--- src/rtl/pxe_pkg.sv ---
package pxe_pkg;

  typedef enum logic [2:0] {
    ST_IDLE,
    ST_REQ,
    ST_RD,
    ST_WR,
    ST_GAP
  } pxe_state_e;

  // Index of the final clock of an access: code 00 -> 4 clocks, 01 -> 3, else 2.
  function automatic logic [1:0] last_tick(input logic [1:0] code);
    case (code)
      2'b00:   return 2'd3;
      2'b01:   return 2'd2;
      default: return 2'd1;
    endcase
  endfunction

endpackage

--- src/rtl/pxe_ptr.sv ---
module pxe_ptr #(
  parameter int AW = 16
) (
  input  logic          clk,
  input  logic          rst_n,
  input  logic          reload,
  input  logic [AW-1:0] start,
  input  logic          step_en,
  input  logic [1:0]    mode,
  output logic [AW-1:0] ptr
);

  always_ff @(posedge clk) begin
    if (!rst_n) begin
      ptr <= '0;
    end else if (reload) begin
      ptr <= start;
    end else if (step_en) begin
      case (mode)
        2'b00:   ptr <= ptr - AW'(1);
        2'b01:   ptr <= ptr + AW'(1);
        default: ptr <= ptr;
      endcase
    end
  end

endmodule

--- src/rtl/pxe_pacer.sv ---
module pxe_pacer #(
  parameter int PW   = 8,
  parameter int UNIT = 32
) (
  input  logic          clk,
  input  logic          rst_n,
  input  logic          restart,
  input  logic [PW-1:0] prescale,
  output logic          due
);

  localparam int PERW = $clog2(UNIT * ((1 << PW) - 1) + 1);

  logic [PERW-1:0] cnt;
  logic [PERW-1:0] period;

  assign period = PERW'(prescale) * PERW'(UNIT);
  assign due    = (prescale == '0) || (cnt >= period - PERW'(1));

  // Clocks elapsed since the current byte's first read clock, saturating.
  always_ff @(posedge clk) begin
    if (!rst_n) begin
      cnt <= '0;
    end else if (restart) begin
      cnt <= '0;
    end else if (cnt != '1) begin
      cnt <= cnt + PERW'(1);
    end
  end

endmodule

--- src/rtl/pxe_blkcnt.sv ---
module pxe_blkcnt #(
  parameter int LW = 16
) (
  input  logic          clk,
  input  logic          rst_n,
  input  logic          clear,
  input  logic          incr,
  input  logic [LW-1:0] len,
  input  logic          compat,
  output logic          empty,
  output logic          last
);

  localparam int CW = LW + 1;

  logic [CW-1:0] cnt;
  logic [CW-1:0] target;

  assign target = {1'b0, len} + CW'(compat);
  assign empty  = (cnt >= target);
  assign last   = ((cnt + CW'(1)) == target);

  always_ff @(posedge clk) begin
    if (!rst_n) begin
      cnt <= '0;
    end else if (clear) begin
      cnt <= '0;
    end else if (incr) begin
      cnt <= cnt + CW'(1);
    end
  end

endmodule

--- src/rtl/paced_xfer_engine.sv ---
module paced_xfer_engine
  import pxe_pkg::*;
#(
  parameter int AW        = 16,
  parameter int DW        = 8,
  parameter int LW        = 16,
  parameter int PW        = 8,
  parameter int PACE_UNIT = 32
) (
  input  logic          clk,
  input  logic          rst_n,
  input  logic          cfg_a_to_b,
  input  logic [1:0]    cfg_a_step,
  input  logic          cfg_a_io,
  input  logic [1:0]    cfg_a_cyc,
  input  logic [AW-1:0] cfg_a_start,
  input  logic [1:0]    cfg_b_step,
  input  logic          cfg_b_io,
  input  logic [1:0]    cfg_b_cyc,
  input  logic [AW-1:0] cfg_b_start,
  input  logic [LW-1:0] cfg_len,
  input  logic [PW-1:0] cfg_prescale,
  input  logic          cfg_burst,
  input  logic          cfg_autorestart,
  input  logic          cfg_compat,
  input  logic          cmd_load,
  input  logic          cmd_enable,
  input  logic          cmd_disable,
  input  logic          cmd_continue,
  output logic          bus_req,
  input  logic          bus_gnt,
  output logic [AW-1:0] bus_addr,
  output logic          bus_io,
  output logic          bus_rd,
  output logic          bus_wr,
  input  logic [DW-1:0] bus_rdata,
  output logic [DW-1:0] bus_wdata,
  output logic          busy,
  output logic          stat_blk_open,
  output logic          stat_moved
);

  localparam int NPORT = 2;

  pxe_state_e    state, nstate;
  logic [1:0]    cc, cc_n;
  logic          run;
  logic [DW-1:0] hold;

  logic [AW-1:0] start_v [NPORT];
  logic [AW-1:0] ptr_v   [NPORT];
  logic [1:0]    step_v  [NPORT];
  logic [1:0]    cyc_v   [NPORT];
  logic          io_v    [NPORT];

  logic src_i, dst_i;
  logic [1:0] src_last, dst_last;
  logic run_eff, idle, go_load, go_cont;
  logic byte_go, src_step, dst_step, cnt_inc, blk_end, restart, stop, cap;
  logic ptr_reload, cnt_empty, cnt_last, pace_due;

  assign start_v[0] = cfg_a_start;
  assign start_v[1] = cfg_b_start;
  assign step_v[0]  = cfg_a_step;
  assign step_v[1]  = cfg_b_step;
  assign cyc_v[0]   = cfg_a_cyc;
  assign cyc_v[1]   = cfg_b_cyc;
  assign io_v[0]    = cfg_a_io;
  assign io_v[1]    = cfg_b_io;

  // Index 0 is port A, index 1 is port B.
  assign src_i    = ~cfg_a_to_b;
  assign dst_i    = cfg_a_to_b;
  assign src_last = last_tick(cyc_v[src_i]);
  assign dst_last = last_tick(cyc_v[dst_i]);

  assign run_eff    = run & ~cmd_disable;
  assign idle       = (state == ST_IDLE) && !run;
  assign go_load    = cmd_load & idle;
  assign go_cont    = cmd_continue & idle;
  assign ptr_reload = go_load | restart;

  for (genvar p = 0; p < NPORT; p++) begin : g_port
    pxe_ptr #(.AW(AW)) u_ptr (
      .clk     (clk),
      .rst_n   (rst_n),
      .reload  (ptr_reload),
      .start   (start_v[p]),
      .step_en ((src_step && (src_i == 1'(p))) || (dst_step && (dst_i == 1'(p)))),
      .mode    (step_v[p]),
      .ptr     (ptr_v[p])
    );
  end

  pxe_blkcnt #(.LW(LW)) u_cnt (
    .clk    (clk),
    .rst_n  (rst_n),
    .clear  (go_load | go_cont | restart),
    .incr   (cnt_inc),
    .len    (cfg_len),
    .compat (cfg_compat),
    .empty  (cnt_empty),
    .last   (cnt_last)
  );

  pxe_pacer #(.PW(PW), .UNIT(PACE_UNIT)) u_pace (
    .clk      (clk),
    .rst_n    (rst_n),
    .restart  (byte_go),
    .prescale (cfg_prescale),
    .due      (pace_due)
  );

  always_comb begin
    nstate   = state;
    cc_n     = cc;
    byte_go  = 1'b0;
    src_step = 1'b0;
    dst_step = 1'b0;
    cnt_inc  = 1'b0;
    blk_end  = 1'b0;
    restart  = 1'b0;
    stop     = 1'b0;
    cap      = 1'b0;
    unique case (state)
      ST_IDLE: begin
        if (run_eff) begin
          if (cnt_empty) begin
            blk_end = 1'b1;
            stop    = 1'b1;
          end else begin
            nstate = ST_REQ;
          end
        end
      end
      ST_REQ: begin
        if (!run_eff) begin
          nstate = ST_IDLE;
        end else if (bus_gnt) begin
          nstate  = ST_RD;
          cc_n    = 2'd0;
          byte_go = 1'b1;
        end
      end
      ST_RD: begin
        if (cc == src_last - 2'd1) cap = 1'b1;
        if (cc == src_last) begin
          src_step = 1'b1;
          nstate   = ST_WR;
          cc_n     = 2'd0;
        end else begin
          cc_n = cc + 2'd1;
        end
      end
      ST_WR: begin
        if (cc == dst_last) begin
          dst_step = 1'b1;
          cnt_inc  = 1'b1;
          cc_n     = 2'd0;
          if (cnt_last) begin
            blk_end = 1'b1;
            if (cfg_autorestart) restart = 1'b1;
            else                 stop    = 1'b1;
          end
          if ((cnt_last && !cfg_autorestart) || !run_eff) begin
            nstate = ST_IDLE;
          end else if (pace_due) begin
            nstate  = ST_RD;
            byte_go = 1'b1;
          end else begin
            nstate = ST_GAP;
          end
        end else begin
          cc_n = cc + 2'd1;
        end
      end
      ST_GAP: begin
        if (!run_eff) begin
          nstate = ST_IDLE;
        end else if (pace_due) begin
          if (cfg_burst) begin
            nstate = ST_REQ;
          end else begin
            nstate  = ST_RD;
            cc_n    = 2'd0;
            byte_go = 1'b1;
          end
        end
      end
      default: nstate = ST_IDLE;
    endcase
  end

  always_ff @(posedge clk) begin
    if (!rst_n) begin
      state         <= ST_IDLE;
      cc            <= 2'd0;
      run           <= 1'b0;
      hold          <= '0;
      stat_blk_open <= 1'b1;
      stat_moved    <= 1'b0;
    end else begin
      state <= nstate;
      cc    <= cc_n;
      if (cap) hold <= bus_rdata;
      if (cmd_disable || stop) run <= 1'b0;
      else if (cmd_enable)     run <= 1'b1;
      if (go_load)      stat_blk_open <= 1'b1;
      else if (blk_end) stat_blk_open <= 1'b0;
      if (go_load)      stat_moved <= 1'b0;
      else if (cnt_inc) stat_moved <= 1'b1;
    end
  end

  always_comb begin
    bus_req   = (state == ST_REQ) || (state == ST_RD) || (state == ST_WR) ||
                ((state == ST_GAP) && !cfg_burst);
    bus_rd    = (state == ST_RD) && (cc < src_last);
    bus_wr    = (state == ST_WR) && (cc < dst_last);
    bus_wdata = hold;
    if (state == ST_RD) begin
      bus_addr = ptr_v[src_i];
      bus_io   = io_v[src_i];
    end else if (state == ST_WR) begin
      bus_addr = ptr_v[dst_i];
      bus_io   = io_v[dst_i];
    end else begin
      bus_addr = '0;
      bus_io   = 1'b0;
    end
    busy = run || (state != ST_IDLE);
  end

endmodule

--- config.mk ---
export PLATFORM = sky130hd
export DESIGN_NAME = paced_xfer_engine
export DESIGN_NICKNAME = d
export VERILOG_FILES = /design/src/rtl/pxe_pkg.sv /design/src/rtl/pxe_ptr.sv /design/src/rtl/pxe_pacer.sv /design/src/rtl/pxe_blkcnt.sv /design/src/rtl/paced_xfer_engine.sv
export SDC_FILE = /design/constraint.sdc
export NUM_CORES = 1
export LEC_CHECK = 0
export BUFFER_PORTS_ARGS = -buffer_cell sky130_fd_sc_hd__buf_2
export CAP_MARGIN = 40
export CORE_ASPECT_RATIO = 1.2
export CORE_MARGIN = 3
export CORE_UTILIZATION = 50
export DETAILED_ROUTE_END_ITERATION = 12
export GPL_TIMING_DRIVEN = 0
export PLACE_DENSITY = 0.72
export SYNTH_ARGS = -nofsm -noshare
export SYNTH_HDL_FRONTEND = slang
export SYNTH_SLANG_ARGS = --single-unit
--- constraint.sdc ---
create_clock -name clk -period 6.8 [get_ports clk]
set_clock_uncertainty 0.1 [all_clocks]
set_input_delay 0.68 -clock clk [delete_from_list [all_inputs] [get_ports clk]]
set_output_delay 0.68 -clock clk [all_outputs]
set_load 0.02 [all_outputs]
# After elaboration in Yosys (flattened, before gate mapping)
# Index checks and enable logic that the tools add are counted.
dict set report totals {
  word_cells 181
  regBits 78
  output_inout_bits 31
  input_bits 85
}
dict set report op_classes {
  n_eq_ne 24
  n_mux 78
  bitwise_logic 11
  n_addsub 10
  reduce_logical 42
  n_lt_le_gt_ge 6
}
# cell n
set op_table {}
lappend op_table {{16-bit two-way mux} 12}
lappend op_table {{16-bit one-hot mux with 2 select lines} 2}
lappend op_table {{1-bit two-way mux} 33}
lappend op_table {{16-bit by 1-bit adder with 16-bit output (second input constant)} 2}
lappend op_table {{16-bit by 1-bit subtractor with 16-bit output (second input constant)} 2}
lappend op_table {{3-bit two-way mux} 10}
lappend op_table {{2-bit two-way mux} 14}
lappend op_table {{2-bit != test (second input constant)} 9}
lappend op_table {{16-bit by 1-bit adder with 17-bit output} 1}
lappend op_table {{17-bit by 1-bit adder with 17-bit output (second input constant)} 1}
lappend op_table {{17-bit == test} 1}
lappend op_table {{17-bit >= comparator} 1}
lappend op_table {{3-bit one-hot mux with 5 select lines} 1}
lappend op_table {{13-bit by 1-bit adder with 13-bit output (second input constant)} 1}
lappend op_table {{13-bit >= comparator} 1}
lappend op_table {{13-bit != test (second input constant)} 1}
lappend op_table {{13-bit by 1-bit subtractor with 13-bit output (second input constant)} 1}
lappend op_table {{6-bit AND reduction} 2}
lappend op_table {{1-bit logical AND} 9}
lappend op_table {{1-bit logical OR} 9}
lappend op_table {{3-bit nonzero test} 3}
lappend op_table {{2-bit by 1-bit == test with 1-bit output (second input constant)} 4}
lappend op_table {{2-bit zero test} 4}
lappend op_table {{8-bit zero test} 1}
lappend op_table {{23 further kinds} 46}

# Depth between registers and ports, before layout
# Gate-level depths: netlist of run 1.
dict set report logic_depth {
  ltp_word 14
  depth_mapped 14
  depth_no_buf 14
}

# Hierarchy
# From an unflattened synthesis of run 1, not the netlist that was laid out.
dict set report unflattened {
  hier_cells 920
  hier_area_um2 7109.3
}
# mod cells_each n_inst seq_area_each_um2 area_per_inst_um2
set by_module_without_submodules {}
lappend by_module_without_submodules {pxe_blkcnt 232 1 340.3 1869.3}
lappend by_module_without_submodules {{pxe_ptr at g_port[0].u_ptr} 197 1 320.3 1490.2}
lappend by_module_without_submodules {{pxe_ptr at g_port[1].u_ptr} 181 1 320.3 1425.1}
lappend by_module_without_submodules {paced_xfer_engine 196 1 320.3 1371.3}
lappend by_module_without_submodules {pxe_pacer 114 1 260.2 953.4}

# Least setup slack after synthesis of run 1
# No wires, ideal clock.
dict set report synth_path {
  path_type {in2reg}
  startpoint {in cfg_a_to_b}
  endpoint {reg g_port[0].u_ptr.ptr[15]}
  path_stages 14
  slack_ps 2765
  arrival_time_ps 3844
  path_cell_list {clkbuf_1 mux2_2 or2_2 ha_1 and2_1 and3_1 clkbuf_1 mux2_2 nor2b_1 clkbuf_1 nand2_1 or3_1 a21o_1 a311oi_1}
}
dict set report synth_via {
  elab_chain_cells 14
  elab_cells_between_ends 31
}
# item line
set synth_lines {}
lappend synth_lines {{from (decl)} paced_xfer_engine.sv:12} ;# input logic cfg_a_to_b,
lappend synth_lines {{1-bit NOT} {paced_xfer_engine.sv:72, paced_xfer_engine.sv:89}}
lappend synth_lines {{1-bit NOT with 2-bit output (not written as such)} paced_xfer_engine.sv:74} ;# assign src_last = last_tick(cyc_v[src_i]);
lappend synth_lines {{2-bit two-way mux (not written as such) (3 in a row)} paced_xfer_engine.sv:74}
lappend synth_lines {{2-bit by 1-bit == test with 1-bit output / 2-bit zero test (equally long branches)} pxe_pkg.sv:13} ;# case (code)
lappend synth_lines {{2-bit one-hot mux with 2 select lines} pxe_pkg.sv:13}
lappend synth_lines {{2-bit == test} paced_xfer_engine.sv:147} ;# if (cc == src_last) begin
lappend synth_lines {{1-bit two-way mux} paced_xfer_engine.sv:147}
lappend synth_lines {{1-bit two-way mux} paced_xfer_engine.sv:125} ;# unique case (state)
lappend synth_lines {{1-bit logical AND} paced_xfer_engine.sv:89} ;# .step_en ((src_step && (src_i == 1'(p))) || (dst_step && (dst_i == 1'(p)))),
lappend synth_lines {{1-bit logical OR} paced_xfer_engine.sv:89}
lappend synth_lines {{2-bit nonzero test (no line)} -}
lappend synth_lines {{2-bit AND reduction (no line)} -}
lappend synth_lines {{to (signal assigned)} pxe_ptr.sv:20} ;# 2'b00: ptr <= ptr - AW'(1);
lappend synth_lines {{to (signal assigned)} pxe_ptr.sv:21} ;# 2'b01: ptr <= ptr + AW'(1);
lappend synth_lines {{to (signal assigned)} pxe_ptr.sv:22} ;# default: ptr <= ptr;
lappend synth_lines {{to (decl)} pxe_ptr.sv:10} ;# output logic [AW-1:0] ptr
# Several ways; a longest one is shown, not always the timed one. The select of a mux whose other input is x is not followed.
# A chain may end at the register's enable or synchronous reset.

# Worst setup path after layout of run 1
# Same ends and word-level chain as after synthesis.

==> summary.md, run 1 <==
| Metric | Value |
|---|---|
| Status | completed |
| DRT iter0 DRCs | between 500 and 600 |
| Slew HR | 0.390 |
| Clock Tree Root | clkbuf_16 |
| Least-Margin Pin Slew | 0.907 ns |
| Post-route DRC | 0 |
| WL/cell | roughly 16 µm |
| Fmax | between 0.2 and 0.25 GHz |
| Critical Path RT | a little under 7 ns |
| Clock sink count | just under 80 |
| Critical path's top delay family | simple AND/OR/NAND/NOR gates |
| P&R area growth vs syn | 15.5% |
| Commonest cells in the netlist | nand2_1 (113), a21oi_1 (83), dfxtp_1 (78), nor2_1 (70), ha_1 (63) |
| GPL Wtd Cong | roughly 0.91 |
| CP max-delay cell | clkbuf_1 |
| Die ar. | between 0.015 and 0.02 mm² |
| H-tree depth | 3 |
| Finish-stage setup viols | 0 |
| CTS buffer count | 9 |
| DR vias | roughly 7100 |
| Syn_nets | roughly 1100 |
| Vias per cell | around 5.9 |
| Vias in the first global route | about 6800 |
| Crit path max fanout | 9 |
| Initial DRT Pass Iterations | 6 |
| Post-synth ARST share | 0 |
| Row cnt | 46 |
| Power, Total | between 1 and 1.5 mW |
| Initial antenna violation count | 0 |
| Post-synth cell types | 68 |
| Post-CTS setup buffers | 0 |
| Antenna viol nets, final | 0 |
| Yosys top cell area share | 0.223 |
| Port Buffers | around 110 |
| LEAKAGE | between 3 and 4 nW |
| Crit path buf inv count | 3 |
| Num ports | ~120 |
| Worst hold margin | approximately 0.4 ns |
| Post-CTS Hold Fix Bufs | 0 |
| Nets@finish | ~1200 |
| Crit share post-route | 0.639 |
| Ratio of cells with drive above 1 in the final layout | 0.171 |
| Worst path max stage delay | roughly 0.42 ns |
| TritonCTS clock tree | yes |
| Core footprint | about 0.013 mm² |
| Mapped Cells | around 910 |
| CP Class | input pin to flop |
| Post-CTS Resized | 0 |
| Max VDD drop | 0.121 mV |
| Final Max Slew Viols | 0 |
| Most frequent CP cell | clkbuf_1 |
| EDFF count, synth | 0 |
| Clk pin slew, worst setup/hold paths | about 0.06 ns |
| DP HPWL | between 15000 and 20000 µm |
| Height of the die | between 100 and 150 µm |
| GRT Total Usage | 0.257 |
| Synth area leader | dfxtp_1 |
| Number of diodes | 0 |
| Die Span X | 114 µm |
| Final min period | ~4.3 ns |
| Crit. End Element | flop |
| Count leader, synth | nand2_1 |
| Starting Density | 0.520 |
| Synth Warn # | 0 |
| Remaining Overflow, GRT | 0 |
| RSZ-0062 raised after global routing | false |
| Synth area leaders | dfxtp_1 (22%), ha_1 (11%), xnor2_1 (7.3%) |
| Clock Tree Buf Depth | 2 |
| Tightest Hold Check Type | flop to flop |
| Worst-Skew Late Latency | 0.35 ns |
| Critical path, cell by cell | clkbuf_1 -> mux2_2 -> or2_2 -> ha_1 -> and2_1 -> and3_1 -> clkbuf_1 -> mux2_2 -> nor2b_1 -> clkbuf_1 -> nand2_1 -> or3_1 -> a21o_1 -> a311oi_1 |
| Post-Synthesis Cell Area | 0.00700 mm² |
| CP arrival | 4.51 ns |
| Power density cells | approximately 170 mW/mm² |
| Post-synthesis sequential area ratio | 0.223 |
| Critical Path Start Type | input pin |
| Final hold viol count | 0 |
| Post-Synthesis Mean Instance Area | 7.71 µm² |
| Ys flop type | dfxtp_1 |
| First-pass GRT wire length | about 32000 µm |
| Pin count of the biggest net entering global routing | 18 |
| Seq cells post-synth | 78 |
| DRT Wirelength | between 15000 and 20000 µm |
| Setup_tns | 0 ns |
| Max-cap violations | 0 |
final timing paths:
path | slack [ns] | endpoint | cells after the start | start
worst min-delay path | 0.39 | bus_wdata[0] | 2 | bus_wdata[0]
worst min register to register | 0.39 | bus_wdata[0] | 2 | bus_wdata[0]
worst max-delay path | 2.45 | g_port[0].u_ptr.ptr[15] | 14 | cfg_a_to_b
worst max register to register | 3.10 | u_cnt.cnt[13] | 10 | u_cnt.cnt[0]
flip-flops by register name, summed over array words and instances (netlist names):
name / cells
g_port.u_ptr.ptr: 32
u_cnt.cnt: 17
u_pace.cnt: 13
bus_wdata: 8
state: 3
cc: 2
run: 1
stat_blk_open: 1
stat_moved: 1
per-stage QoR:
step	std cells	utilization	instance area (µm²)	setup slack [ns]
4_1_cts	1206	0.601	8090	2.42
3_3_place_gp	1190	0.578	7780	2.09
6_report	1206	0.601	8090	2.45
3_5_place_dp	1190	0.578	7780	2.06
2_1_floorplan	909	-	7000	2.77
5_1_grt	1206	0.601	8090	2.14
report_power, final:
part           internal, mW  switching [mW]  leakage (nW)
registers             0.474          0.0206         0.637
logic                 0.142           0.189          2.61
clock network         0.304           0.211         0.144
placed cells by master (no fill, tap or decap), types with 5 or more instances in the layout:
| master | synthesis | layout |
|---|---|---|
| buf_2 | 10 | 123 |
| nand2_1 | 113 | 113 |
| a21oi_1 | 83 | 83 |
| dfxtp_1 | 78 | 78 |
| nor2_1 | 70 | 70 |
| ha_1 | 63 | 63 |
| xnor2_1 | 58 | 58 |
| nand3_1 | 35 | 35 |
| clkbuf_1 | 31 | 31 |
| xor2_1 | 30 | 30 |
| inv_1 | 27 | 27 |
| o21ai_0 | 25 | 25 |
| nor3_1 | 24 | 24 |
| and3_1 | 21 | 21 |
| a21o_1 | 17 | 17 |
| a311oi_1 | 17 | 17 |
| nand4_1 | 16 | 16 |
| nor4_1 | 16 | 16 |
| mux2i_1 | 12 | 12 |
| a211oi_1 | 12 | 12 |
| o31ai_1 | 10 | 10 |
| a211oi_2 | 10 | 10 |
| o21a_1 | 9 | 9 |
| nor2_2 | 9 | 9 |
| clkbuf_16 | 0 | 9 |
| nor2b_1 | 8 | 8 |
| nand2b_1 | 7 | 7 |
| a31oi_1 | 7 | 7 |
| and2_1 | 6 | 6 |
| a2111oi_0 | 6 | 6 |
| a211o_1 | 6 | 6 |
| o211ai_1 | 5 | 5 |
kinds of logic (layout without fill, tap and decap cells):
kind of cell / after synthesis / after routing / synth area share
buffers and inverters: 72 / 201 / 0.0425
muxes: 15 / 15 / 0.0220
AOI/OAI and AO/OA: 235 / 235 / 0.229
xor gates and xnor gates: 89 / 89 / 0.113
and+or+nand+nor: 355 / 355 / 0.252
DFF: 78 / 78 / 0.223
adders and majority gates: 65 / 65 / 0.118
worst min-delay path, stage by stage (launching register included):
cell     delay [ns]
dfxtp_1        0.32
mux2i_1        0.06
nor2_1         0.07
per-layer routing:
metal	share of wire	global-route usage	routed length [µm]	up-vias
met5	0	0	0	-
met4	0.023	0.102	452	0
met3	0.055	0.0366	1090	36
met2	0.48	0.441	9560	198
met1	0.44	0.322	8620	3290
li1	-	-	-	3581
cell type report:
type	count	area [µm²]
buffer	43	189
clock inverter	5	57.6
clock buffer	11	253
multi-input combinational	759	5140
tap	168	210
fill	1330	5380
timing repair buffer	113	566
inverter	29	109
sequential	78	1560
Note: power is estimated with default switching activity, not from simulation.
==> run 2: changes to the inputs <==
--- a/config.mk
+++ b/config.mk
@@ -12,7 +12,7 @@
 export CORE_UTILIZATION = 50
 export DETAILED_ROUTE_END_ITERATION = 12
 export GPL_TIMING_DRIVEN = 0
-export PLACE_DENSITY = 0.72
+export PLACE_DENSITY = 0.75
 export SYNTH_ARGS = -nofsm -noshare
 export SYNTH_HDL_FRONTEND = slang
 export SYNTH_SLANG_ARGS = --single-unit
==> constraint.sdc (replaced) <==
create_clock -name clk -period 3.7 [get_ports clk]
set_clock_uncertainty 0.1 [all_clocks]
set_input_delay 0.37 -clock clk [delete_from_list [all_inputs] [get_ports clk]]
set_output_delay 0.37 -clock clk [all_outputs]
set_load 0.02 [all_outputs]
==> summary.md, run 2 (synthesized netlist as in run 1, its figures left out) <==
| Metric | Value |
|---|---|
| Worst hold margin | 0.135 ns (-0.258 ns) |
| GRT Total Usage | 0.256 (-0.000303) |
| Fin worst setup slack | 0.212 ns (-2.24 ns) |
| Power density cells | 299 mW/mm² (+80%) |
| Antenna viol nets, final | 0 (unchanged) |
| Initial DRT Pass Iterations | 6 (unchanged) |
| Vias per cell | 5.92 (+0.52%) |
| Crit path max fanout | 10 (+1) |
| Post-DP Area | 0.00779 mm² (+0.16%) |
| Clk pin slew, worst setup/hold paths | 0.07 ns (about the same) |
| Clock sink count | 78 (unchanged) |
| Status | completed |
| FILL cells | 1293 (-2.8%) |
| Initial antenna violation count | 0 (unchanged) |
| Pin count of the biggest net entering global routing | 18 (unchanged) |
| Port Buffers | 113 (unchanged) |
| First-pass GRT wire length | 32200 µm (-0.72%) |
| LEAKAGE | 3.41 nW (+0.64%) |
| Max-cap violations | 0 (unchanged) |
| Ratio of cells with drive above 1 in the final layout | 0.180 (+0.00946) |
| Num ports | 116 (unchanged) |
| Biggest registers after layout | g_port.u_ptr.ptr (32), u_cnt.cnt (17), u_pace.cnt (13) |
| Height of the die | 136 µm (unchanged) |
| WL/cell | 16.5 µm (+0.92%) |
| Final hold viol count | 0 (unchanged) |
| CTS buffer count | 9 (unchanged) |
| GPL Wtd Cong | 0.917 (+0.49%) |
| Leading cell types in the layout, fill and taps excluded | buf_2 (123), nand2_1 (113), a21oi_1 (83) |
| Finish-stage setup viols | 0 (unchanged) |
| Crit. End Element | flop |
| RSZ-0062 raised after global routing | false |
| Slew HR | 0.452 (+0.0625) |
| Post-route DRC | 0 (unchanged) |
| Final Max Slew Viols | 0 (unchanged) |
| Post-route cell area | 0.00814 mm² (+0.60%) |
| DP HPWL | 15700 µm (+0.79%) |
| Max VDD drop | 0.270 mV (+120%) |
| H-tree depth | 3 (unchanged) |
| Final Util | 0.604 (+0.00362) |
| Worst-Skew Late Latency | 0.35 ns (about the same) |
| Least-Margin Pin Slew | 0.816 ns (-0.0912 ns) |
| DR vias | 7148 (+0.61%) |
| Critical Path RT | 3.84 ns (-3.12 ns) |
| Row cnt | 46 (unchanged) |
| Biggest register | g_port.u_ptr.ptr |
| Power, Total | 2.43 mW (+81%) |
| Vias in the first global route | 6816 (+0.10%) |
| Final min period | around 3.5 ns |
| Core footprint | 0.0135 mm² (unchanged) |
| Clock Tree Buf Depth | 2 (unchanged) |
| Starting Density | 0.520 (unchanged) |
| Pre-CTS WS | -0.479 ns (-2.54 ns) |
| Remaining Overflow, GRT | 0 (unchanged) |
| Die ar. | 0.0155 mm² (unchanged) |
| TritonCTS clock tree | yes |
| P&R area growth vs syn | 16.2% |
| Multi-input gate area | 0.00519 mm² (+0.80%) |
| Crit share post-route | 0.943 |
| Clock Tree Root | clkbuf_16 |
| Fmax | ~0.29 GHz |
| Most common cell after layout, fill and taps aside | buf_2 |
| Die Span X | 114 µm (unchanged) |
| Nets@finish | 1184 (+0.085%) |
| CP Class | flop to flop |
| Tightest Hold Check Type | input pin to flop |
| Number of diodes | 0 (unchanged) |
| Seq. cell area | 0.00156 mm² (unchanged) |
| DRT iter0 DRCs | 468 (-10%) |
| DRT Wirelength | 19900 µm (+1.0%) |
| Critical Path Start Type | flop |
| Largest register FFs | 32 (unchanged) |
| CP arrival | 3.63 ns (-0.88 ns) |
[run 2: cell count changes in the layout (fill, tap and decap cells not counted), sizes merged]
cell,delta
buf,+1
clkinvlp,-2
clkbuf,-2
clkdlybuf4s15,+1
clkinv,+3
[run 2: worst paths after layout]
kind / from / end / slack, ns / cells after the start
setup / recovery: u_cnt.cnt[0] / u_cnt.cnt[15] / 0.21 / 11
hold / removal: cmd_disable / run / 0.14 / 2
setup reg to reg: u_cnt.cnt[0] / u_cnt.cnt[15] / 0.21 / 11
hold reg to reg: bus_wdata[4] / bus_wdata[4] / 0.40 / 2
[run 2: area by class of cell]
cell class,instances,area share
plain buffers,42,0.0231
clock inverters,6,0.00753
multi-input cells,759,0.637
inverters,29,0.0134
well taps,168,0.0258
flip-flops and latches,78,0.192
clock buffers,10,0.0294
repair buffers,115,0.0718
[run 2: power breakdown]
part	switching [mW]	internal, mW	total (mW)
logic	0.344	0.261	0.606
clock network	0.380	0.539	0.919
registers	0.0379	0.872	0.910
[run 2: timing repair]
action,CTS,global route
resized for setup,0,10
setup buffers,0,1
pin swaps,0,2
hold buffers,0,0
cloned,0,0
setup endpoints to repair,1,65
[run 2: worst max-delay path, cell delays in order (launching register included)]
cell      delay (ns)
dfxtp_1         0.44
ha_1            0.28
nand3_2         0.25
nor4_1          0.43
a211oi_1        0.07
or4b_1          0.51
and4bb_4        0.36
nand4_1         0.09
buf_4           0.18
o211ai_4        0.28
buf_2           0.30
nor2_1          0.08
[run 2: stage by stage]
stage                     setup TNS (ns)  cells
after detailed placement           -1.88   1191
after global routing                   0   1207
final                                  0   1207
after CTS                              0   1206
after floorplan                        0    909
after global placement             -6.13   1190
[run 2: layer usage]
metal | GRT usage | vias up | wire length (µm)
met1 | 0.318 | 3275 | 8330
met4 | 0.0937 | 0 | 433
li1 | - | 3588 | -
met3 | 0.0407 | 31 | 1340
met5 | 0 | - | 0
met2 | 0.445 | 254 | 9820
==> run 3: changes to the inputs <==
--- a/config.mk
+++ b/config.mk
@@ -7,7 +7,6 @@
 export LEC_CHECK = 0
 export BUFFER_PORTS_ARGS = -buffer_cell sky130_fd_sc_hd__buf_2
 export CAP_MARGIN = 40
-export CORE_ASPECT_RATIO = 1.2
 export CORE_MARGIN = 3
 export CORE_UTILIZATION = 50
 export DETAILED_ROUTE_END_ITERATION = 12
==> summary.md, run 3 (synthesized netlist as in run 1, its figures left out) <==
| Metric | Value |
|---|---|
| Status | completed |
| Die ar. | 0.0155 mm² (about the same) |
| Pin count of the biggest net entering global routing | 18 (unchanged) |
| First-pass GRT wire length | 32300 µm (+0.34%) |
| WL/cell | 16.3 µm (-1.3%) |
| Die Span X | 124 µm (+9.0%) |
| Initial DRT Pass Iterations | 7 (+1) |
| Final min period | 3.50 ns (+0.0159 ns) |
| CTS buffer count | 9 (unchanged) |
| CP Class | flop to flop |
| Power density cells | 305 mW/mm² (+2.0%) |
| TritonCTS clock tree | yes |
| Seq. cell area | 0.00156 mm² (unchanged) |
| Port Buffers | 113 (unchanged) |
| GRT Total Usage | 0.248 (-0.00852) |
| Fmax | 0.285 GHz (-0.45%) |
| Vias per cell | 5.87 (-0.88%) |
| P&R area growth vs syn | 16.7% |
| Nets@finish | 1184 (unchanged) |
| Crit. End Element | flop |
| CP arrival | 3.63 ns (about the same) |
| H-tree depth | 3 (unchanged) |
| Critical Path RT | 3.83 ns (about the same) |
| GPL Wtd Cong | 0.921 (+0.46%) |
| Tightest Hold Check Type | input pin to flop |
| Final Max Slew Viols | 0 (unchanged) |
| DRT iter0 DRCs | 486 (+3.8%) |
| Vias in the first global route | 6690 (-1.8%) |
| Setup_tns | 0 ns (unchanged) |
| DRT Wirelength | 19800 µm (-0.70%) |
| Final hold viol count | 0 (unchanged) |
| Number of diodes | 0 (unchanged) |
| Clock Tree Root | clkbuf_16 |
| Biggest register | g_port.u_ptr.ptr |
| Largest register FFs | 32 (unchanged) |
| Core footprint | 0.0135 mm² (-0.11%) |
| Most common cell after layout, fill and taps aside | buf_2 |
| FILL cells | 1316 (+1.8%) |
| Post-route cell area | 0.00818 mm² (+0.46%) |
| Placed cells | 1198 (+0.59%) |
| Row cnt | 42 (-8.7%) |
| Worst-Skew Late Latency | 0.34 ns (about the same) |
| Post-DP Area | 0.00779 mm² (about the same) |
| Crit share post-route | 0.947 (+0.00431) |
| Initial antenna violation count | 0 (unchanged) |
| Remaining Overflow, GRT | 0 (unchanged) |
| Num ports | 116 (unchanged) |
| Crit path max fanout | 10 (unchanged) |
| Leading cell types in the layout, fill and taps excluded | buf_2 (123), nand2_1 (113), a21oi_1 (83) |
| Clock sink count | 78 (unchanged) |
| Height of the die | 124 µm (-8.3%) |
| Final Util | 0.608 (+0.00346) |
| Reg2Reg Setup Slack | 0.20 ns (-0.02 ns) |
| DP HPWL | 15200 µm (-3.1%) |
| Max VDD drop | 0.176 mV (-35%) |
| Multi-input gate area | 0.00519 mm² (+0.14%) |
| Slew HR | 0.440 (-0.0127) |
| Critical Path Start Type | flop |
| Post-route DRC | 0 (unchanged) |
| Ratio of cells with drive above 1 in the final layout | 0.181 (+0.00114) |
| Least-Margin Pin Slew | 0.841 ns (+0.0248 ns) |
| Power, Total | 2.49 mW (+2.5%) |
| Biggest registers after layout | g_port.u_ptr.ptr (32), u_cnt.cnt (17), u_pace.cnt (13) |
| Clock Tree Buf Depth | 2 (unchanged) |
| Finish-stage setup viols | 0 (unchanged) |
| Clk pin slew, worst setup/hold paths | 0.06 ns (about the same) |
| Antenna viol nets, final | 0 (unchanged) |
| Starting Density | 0.521 (+0.000580) |
| DR vias | 7126 (-0.31%) |
| LEAKAGE | 3.43 nW (+0.54%) |
| Post-Layout Cell Count | 1214 (+0.58%) |
| Max-cap violations | 0 (unchanged) |
run 3: cell count changes in the layout (fill, tap and decap cells not counted), sizes merged:
cell	delta
clkinv	-2
clkbuf	+1
bufinv	+1
clkinvlp	-1
buf	+1
clkdlybuf4s15	-1
run 3: metrics by stage:
stage,hold WS (ns),setup slack [ns]
floorplan,0.349,0.119
global placement,0.373,-0.449
detailed placement,0.383,-0.488
CTS,0.108,0.00860
global route,0.130,-0.00275
finish,0.114,0.196
run 3: what timing repair did:
action,CTS,global route
endpoints found under the setup margin,12,57
gates resized for setup,1,12
hold buffers,0,0
setup buffers,0,2
pin swaps,0,2
run 3: final timing paths:
| kind | startpoint | end | cells past startpoint |
|---|---|---|---|
| hold / removal | cmd_disable | run | 2 |
| hold reg to reg | stat_moved | stat_moved | 2 |
| setup reg to reg | u_cnt.cnt[1] | u_cnt.cnt[8] | 10 |
| setup / recovery | u_cnt.cnt[1] | u_cnt.cnt[8] | 10 |
run 3: per-layer routing:
| metal | up-vias | wire length [µm] | track usage |
|---|---|---|---|
| met3 | 42 | 1260 | 0.0399 |
| met2 | 224 | 8880 | 0.396 |
| met1 | 3281 | 9070 | 0.336 |
| li1 | 3579 | - | - |
| met5 | - | 0 | 0 |
| met4 | 0 | 577 | 0.0961 |
run 3: layout make-up:
class                           count  area share
Inverter                           29      0.0133
Clock buffer                       11      0.0309
Timing Repair Buffer              115      0.0710
Clock inverter                      4     0.00857
Sequential cell                    78       0.191
Multi-Input combinational cell    759       0.635
Buffer                             42      0.0231
Tap cell                          176      0.0269
run 3: critical path, stage by stage (launching register included):
cell and delay (ns):
dfxtp_1 0.43, ha_1 0.29, nand3_2 0.26, o31a_1 0.35, o211ai_2 0.16, or4b_1 0.48, and4bb_4 0.36, nand4_1 0.20
o211ai_4 0.36, buf_2 0.29, nor2_1 0.10
run 3: where the power goes:
group | leakage, nW | switching (mW) | internal, mW
clock network | 0.161 | 0.363 | 0.622
registers | 0.637 | 0.0364 | 0.872
logic | 2.63 | 0.339 | 0.262
total | 3.43 | 0.739 | 1.76
